`src/rtl/erase_seq_pkg.sv`:
```
`timescale 1ns/1ps
package erase_seq_pkg;
  localparam int SEL_W = 5;
  typedef enum logic [SEL_W-1:0] {
    SEL_IDLE   = 5'b00001,
    SEL_ERASE1 = 5'b00010,
    SEL_ZERO   = 5'b00100,
    SEL_ERASE2 = 5'b01000,
    SEL_DYN    = 5'b10000
  } mesh_sel_e;
endpackage

```
`src/rtl/erase_btn_decode.sv`:
```
`timescale 1ns/1ps
module erase_btn_decode (
  input  logic clk_i,
  input  logic rst_ni,
  input  logic wr_ni,
  input  logic fast_ni,
  input  logic store_ni,
  input  logic erase_ni,
  output logic write_mode_o,
  output logic erase_rel_o
);
  logic erase_q;

  assign write_mode_o = ~wr_ni & fast_ni & store_ni;

  always_ff @(posedge clk_i or negedge rst_ni) begin
    if (!rst_ni) erase_q <= 1'b1;
    else         erase_q <= erase_ni;
  end

  // release = low-to-high on the active-low button
  assign erase_rel_o = erase_ni & ~erase_q;
endmodule

```
`src/rtl/erase_sched_timer.sv`:
```
`timescale 1ns/1ps
module erase_sched_timer #(
  parameter int E1_END   = 100,
  parameter int ZERO_END = 600,
  parameter int E2_END   = 1200
) (
  input  logic clk_i,
  input  logic rst_ni,
  input  logic tick_i,
  input  logic write_i,
  input  logic start_i,
  output logic in_e1_o,
  output logic in_zero_o,
  output logic in_e2_o,
  output logic done_o
);
  localparam int CNT_W = $clog2(E2_END + 1);
  localparam logic [CNT_W-1:0] CNT_DONE = CNT_W'(E2_END);

  logic [CNT_W-1:0] ms_q;

  always_ff @(posedge clk_i or negedge rst_ni) begin
    if (!rst_ni)                         ms_q <= CNT_DONE;
    else if (!write_i)                   ms_q <= CNT_DONE;
    else if (start_i)                    ms_q <= '0;
    else if (tick_i && ms_q != CNT_DONE) ms_q <= ms_q + 1'b1;
  end

  assign done_o    = (ms_q == CNT_DONE);
  assign in_e1_o   = (ms_q < CNT_W'(E1_END));
  assign in_zero_o = !in_e1_o && (ms_q < CNT_W'(ZERO_END));
  assign in_e2_o   = !in_e1_o && !in_zero_o && !done_o;
endmodule

```
`src/rtl/erase_dyn_pulse.sv`:
```
`timescale 1ns/1ps
module erase_dyn_pulse #(
  parameter int PERIOD    = 10,
  parameter int PERSIST_W = 8,
  parameter int MAX_HIGH  = 3
) (
  input  logic                 clk_i,
  input  logic                 rst_ni,
  input  logic                 tick_i,
  input  logic [PERSIST_W-1:0] persist_i,
  output logic                 pulse_o
);
  localparam int PH_W = $clog2(PERIOD);
  localparam int HI_W = $clog2(MAX_HIGH + 1);
  localparam logic [PH_W-1:0] PH_LAST = PH_W'(PERIOD - 1);

  logic [PH_W-1:0] ph_q;
  logic [HI_W-1:0] hi_ticks;

  always_ff @(posedge clk_i or negedge rst_ni) begin
    if (!rst_ni)     ph_q <= '0;
    else if (tick_i) ph_q <= (ph_q == PH_LAST) ? '0 : ph_q + 1'b1;
  end

  // linear map: top bits of the setting give the high ticks
  assign hi_ticks = persist_i[PERSIST_W-1 -: HI_W];
  assign pulse_o  = ({{(PH_W > HI_W ? PH_W - HI_W : 0){1'b0}}, hi_ticks} > ph_q);
endmodule

```
`src/rtl/erase_seq_top.sv`:
```
`timescale 1ns/1ps
module erase_seq_top
  import erase_seq_pkg::*;
#(
  parameter int PERSIST_W = 8,
  parameter int E1_END    = 100,
  parameter int ZERO_END  = 600,
  parameter int E2_END    = 1200,
  parameter int PERIOD    = 10
) (
  input  logic                 clk_i,
  input  logic                 rst_ni,
  input  logic                 tick_i,
  input  logic                 wr_btn_ni,
  input  logic                 fast_btn_ni,
  input  logic                 store_btn_ni,
  input  logic                 erase_btn_ni,
  input  logic [PERSIST_W-1:0] persist_i,
  input  logic                 persist_max_i,
  output logic                 write_mode_o,
  output logic [SEL_W-1:0]     mesh_sel_o,
  output logic                 bg_adj_en_o
);
  logic erase_rel, in_e1, in_zero, in_e2, done, pulse;
  mesh_sel_e sel_d, sel_q;

  erase_btn_decode u_dec (
    .clk_i, .rst_ni,
    .wr_ni(wr_btn_ni), .fast_ni(fast_btn_ni), .store_ni(store_btn_ni),
    .erase_ni(erase_btn_ni),
    .write_mode_o(write_mode_o), .erase_rel_o(erase_rel)
  );

  erase_sched_timer #(.E1_END(E1_END), .ZERO_END(ZERO_END), .E2_END(E2_END)) u_tmr (
    .clk_i, .rst_ni, .tick_i,
    .write_i(write_mode_o), .start_i(erase_rel),
    .in_e1_o(in_e1), .in_zero_o(in_zero), .in_e2_o(in_e2), .done_o(done)
  );

  erase_dyn_pulse #(.PERIOD(PERIOD), .PERSIST_W(PERSIST_W), .MAX_HIGH(PERIOD * 3 / 10)) u_dyn (
    .clk_i, .rst_ni, .tick_i, .persist_i, .pulse_o(pulse)
  );

  always_comb begin
    sel_d = SEL_IDLE;
    if (write_mode_o) begin
      if (in_e1)                 sel_d = SEL_ERASE1;
      else if (in_zero)          sel_d = SEL_ZERO;
      else if (in_e2)            sel_d = SEL_ERASE2;
      else if (done && pulse)    sel_d = SEL_DYN;
    end
  end

  always_ff @(posedge clk_i or negedge rst_ni) begin
    if (!rst_ni) sel_q <= SEL_IDLE;
    else         sel_q <= sel_d;
  end

  assign mesh_sel_o  = sel_q;
  assign bg_adj_en_o = persist_max_i;
endmodule

```
`config.mk`:
```
export PLATFORM = sky130hd
export DESIGN_NAME = erase_seq_top
export DESIGN_NICKNAME = d
export VERILOG_FILES = /design/src/rtl/erase_seq_pkg.sv /design/src/rtl/erase_btn_decode.sv /design/src/rtl/erase_sched_timer.sv /design/src/rtl/erase_dyn_pulse.sv /design/src/rtl/erase_seq_top.sv
export SDC_FILE = /design/constraint.sdc
export NUM_CORES = 1
export LEC_CHECK = 0
export BUFFER_PORTS_ARGS = -buffer_cell sky130_fd_sc_hd__buf_2
export CAP_MARGIN = 25
export CORE_MARGIN = 2
export CORE_UTILIZATION = 57
export DETAILED_ROUTE_END_ITERATION = 16
export PLACE_DENSITY = 0.83
export REMOVE_ABC_BUFFERS = 1
export SYNTH_ARGS = -nofsm -noshare
export SYNTH_HDL_FRONTEND = slang
export SYNTH_SLANG_ARGS = --single-unit
```
`constraint.sdc`:
```
create_clock -name clk_i -period 2.7 [get_ports clk_i]
set_input_delay 0.405 -clock clk_i [delete_from_list [all_inputs] [get_ports clk_i]]
set_output_delay 0.405 -clock clk_i [all_outputs]
set_load 0.005 [all_outputs]
```
==> impl_metrics.tcl <==
set metrics [dict create \
    fmax_mhz 625 \
    design.portCount 23 \
    grtUsageTotal 0.197 \
    cts_hold_buffers 0 \
    routabilityCongestion 0.863 \
    postCtsSetupRepairBufs 0 \
    p_leak_nw 0.531 \
    numCtsBuffers 3 \
    status "finished, final reports clean" \
    setup_tns_ns 0 \
    die_area_sq_um 2310 \
    cap_violations 0 \
    crit_path_start_kind "flip-flop" \
    drt_iter0_drc 9 \
    hpwl_um 1350 \
    synth_edf_count 0 \
    areaGrowthSynthToFinish_pct 8.35 \
    worstSetupEndpointType "flip-flop" \
    grt_pass1_wl_um 3110 \
    std_cell_rows 15 \
    grt_pass1_vias 733 \
    worstSkewPairLatency_ns 0.31 \
    via_count 805 \
    port_buffers 14 \
    synth_area_sq_um 1110 \
    seq_area_sq_um 533 \
    slew_viol_final 0 \
    layout-drive-gt1-share 0.230 \
    synth_cells 109 \
    yosysWarningCount 0 \
    required_ns 2.93 \
    crit_type "flip-flop to flip-flop" \
    ys_seq_elements 21 \
    post_drt_wl_per_cell_um 12.3 \
    crit_path_max_fanout 5 \
    rsz0062_at_grt "no" \
    initial_utilization 0.622 \
    cts.sinks 21 \
    cts_resized 0 \
    r2r_cells 5 \
    worst-path-buf-inv 1 \
    max_stage_delay_ns 0.46 \
    cp_slowest_cell "a2111oi_0" \
    fill_cells 139 \
    critical_path.top_delay_family "compound AO/OA/AOI/OAI gates" \
    drc_errors 0 \
    r2r_end "mesh_sel_o[4]" \
    timing.rr.start "u_dyn.ph_q[1]" \
    hold_class "input port to asynchronous set/reset pin" \
    path_clk_slew_ns 0.11 \
    worstMarginPinSlew_ns 0.482 \
    antenna_cells 0 \
    htreeDepth 1 \
    timing.final.crit_share 0.592 \
    dpl_cell_area_sq_um 1170 \
    arrival_ns 1.83 \
    drt-total-wl_um 1800 \
    multi_input_area_sq_um 507 \
    die_x_um 48.1 \
    fin_nets 143 \
    final_antenna_net_count 0 \
    via_per_inst 5.48 \
    clockRootBuffer "clkbuf_4" \
    hold_viol_final 0 \
    irDropWorstVdd_uv 415 \
    slew_headroom 0.670 \
    setup_violations 0 \
    grt_max_degree 22 \
    fin_util 0.674 \
    cp_cell_sequence "inv_1 > ha_1 > a21oi_1 > a2111oi_0 > nor3b_1" \
    synth_ff_type "dfrtp_1" \
    ys_seq_area_frac 0.481 \
    final_cell_area_sq_um 1200 \
    overflow 0 \
    ctsLongestPathBuffers 2 \
    die_h_um 48.1 \
    synthArstFlopShare 1.00 \
    coreArea_sq_um 1780 \
    antenna_found_initial 0 \
    synth.distinct_cells 37 \
    fin_worst_skew_ns 0.00354 \
    firstDrtPassIters 5 \
    period_needed_ns 1.60 \
    avgSynthCellArea_sq_um 10.2 \
    r2r_slack_ns 1.10 \
    cts_tree "built" \
    p_per_area_nw_per_um2 543 \
]
[worst reg2reg max path: cells and delay by family, from the launching register on]
family                   cells  cell delay (ns)
AND/OR/NAND/NOR              1             0.23
adder cells (fa/ha/maj)      1             0.29
flip-flops                   1             0.42
buffers and inverters        1             0.08
AO/OA/AOI/OAI                2             0.52
[worst max-delay path by stage]
stage,startpoint,endpoint,slack [ns],cells past startpoint
2_1_floorplan,u_dyn.ph_q[1],mesh_sel_o[4],1.27,5
3_3_place_gp,persist_i[7],mesh_sel_o[4],1.05,5
3_5_place_dp,persist_i[7],mesh_sel_o[4],1.03,5
4_1_cts,u_dyn.ph_q[1],mesh_sel_o[4],1.05,5
5_1_grt,u_dyn.ph_q[1],mesh_sel_o[4],0.89,5
6_report,u_dyn.ph_q[1],mesh_sel_o[4],1.10,5
[per-stage QoR]
step | power [mW] | setup slack, ns | hold WS, ns | std cells
after floorplan | 0.470 | 1.27 | 0.109 | 104
after global placement | 0.502 | 1.05 | 0.375 | 143
after detailed placement | 0.510 | 1.03 | 0.377 | 143
after CTS | 0.662 | 1.05 | 0.0343 | 147
after global routing | 0.698 | 0.891 | 0.0558 | 147
final | 0.652 | 1.10 | 0.0246 | 147
[layout by cell type, fill, tap and decap left out, drive strengths merged]
master and n:
a2111oi 1, a211oi 1, a21o 2, a21oi 2
a31o 1, a31oi 1, and3 2, and3b 1
and4 2, and4bb 1, buf 14, clkbuf 4
dfrtp 15, dfstp 6, ha 4, inv 9
mux2i 1, nand2 6, nand3 4, nand4 3
nor2 12, nor2b 1, nor3 3, nor3b 2
nor4 2, o21ai 7, o21bai 1, o311ai 1
or3 1, xnor2 8, xor2 4
[power breakdown]
group	total [mW]	switching (mW)	internal, mW
logic	0.113	0.0567	0.0561
clock network	0.151	0.0936	0.0578
registers	0.388	0.0370	0.351
[registers in the layout, indices dropped and copies added (netlist names)]
register	flops
mesh_sel_o	5
u_tmr.ms_q	11
u_dec.erase_q	1
u_dyn.ph_q	4
[kinds of logic (layout without fill, tap and decap cells)]
| family | after synthesis | in the layout | share of synthesized area |
|---|---|---|---|
| AND/OR/NAND/NOR | 40 | 40 | 0.211 |
| adder cells (fa/ha/maj) | 4 | 4 | 0.0451 |
| AO/OA/AOI/OAI | 17 | 17 | 0.0971 |
| multiplexers | 1 | 1 | 0.00903 |
| XOR/XNOR | 12 | 12 | 0.0948 |
| buffers and inverters | 14 | 27 | 0.0621 |
| flip-flops | 21 | 21 | 0.481 |
[area by class of cell]
cell class / instances / area share
sequential: 21 / 0.444
multi-input combinational: 74 / 0.422
timing repair buffer: 14 / 0.0583
inverter: 9 / 0.0281
tap: 25 / 0.0260
clock buffer: 4 / 0.0219
[per-layer routing]
layer	track usage	routed length, um
met1	0.271	872
met2	0.307	843
met3	0.0370	49
met4	0.0811	35
met5	0	0
[cells in the mapped netlist, types with 2 or more instances]
cell type	instances	area share
dfstp_2	6	0.14
nand4_2	2	0.023
nand3_1	4	0.018
nor3b_1	2	0.014
o21ai_0	6	0.027
ha_1	4	0.045
nand2_1	6	0.020
xnor2_1	8	0.063
buf_4	2	0.014
a21o_1	2	0.014
a21oi_1	2	0.0090
dfrtp_1	15	0.34
nor2_1	12	0.041
and3_1	2	0.011
nor3_1	3	0.014
xor2_1	4	0.032
inv_1	9	0.030
Power figures use the tool's default switching activity.
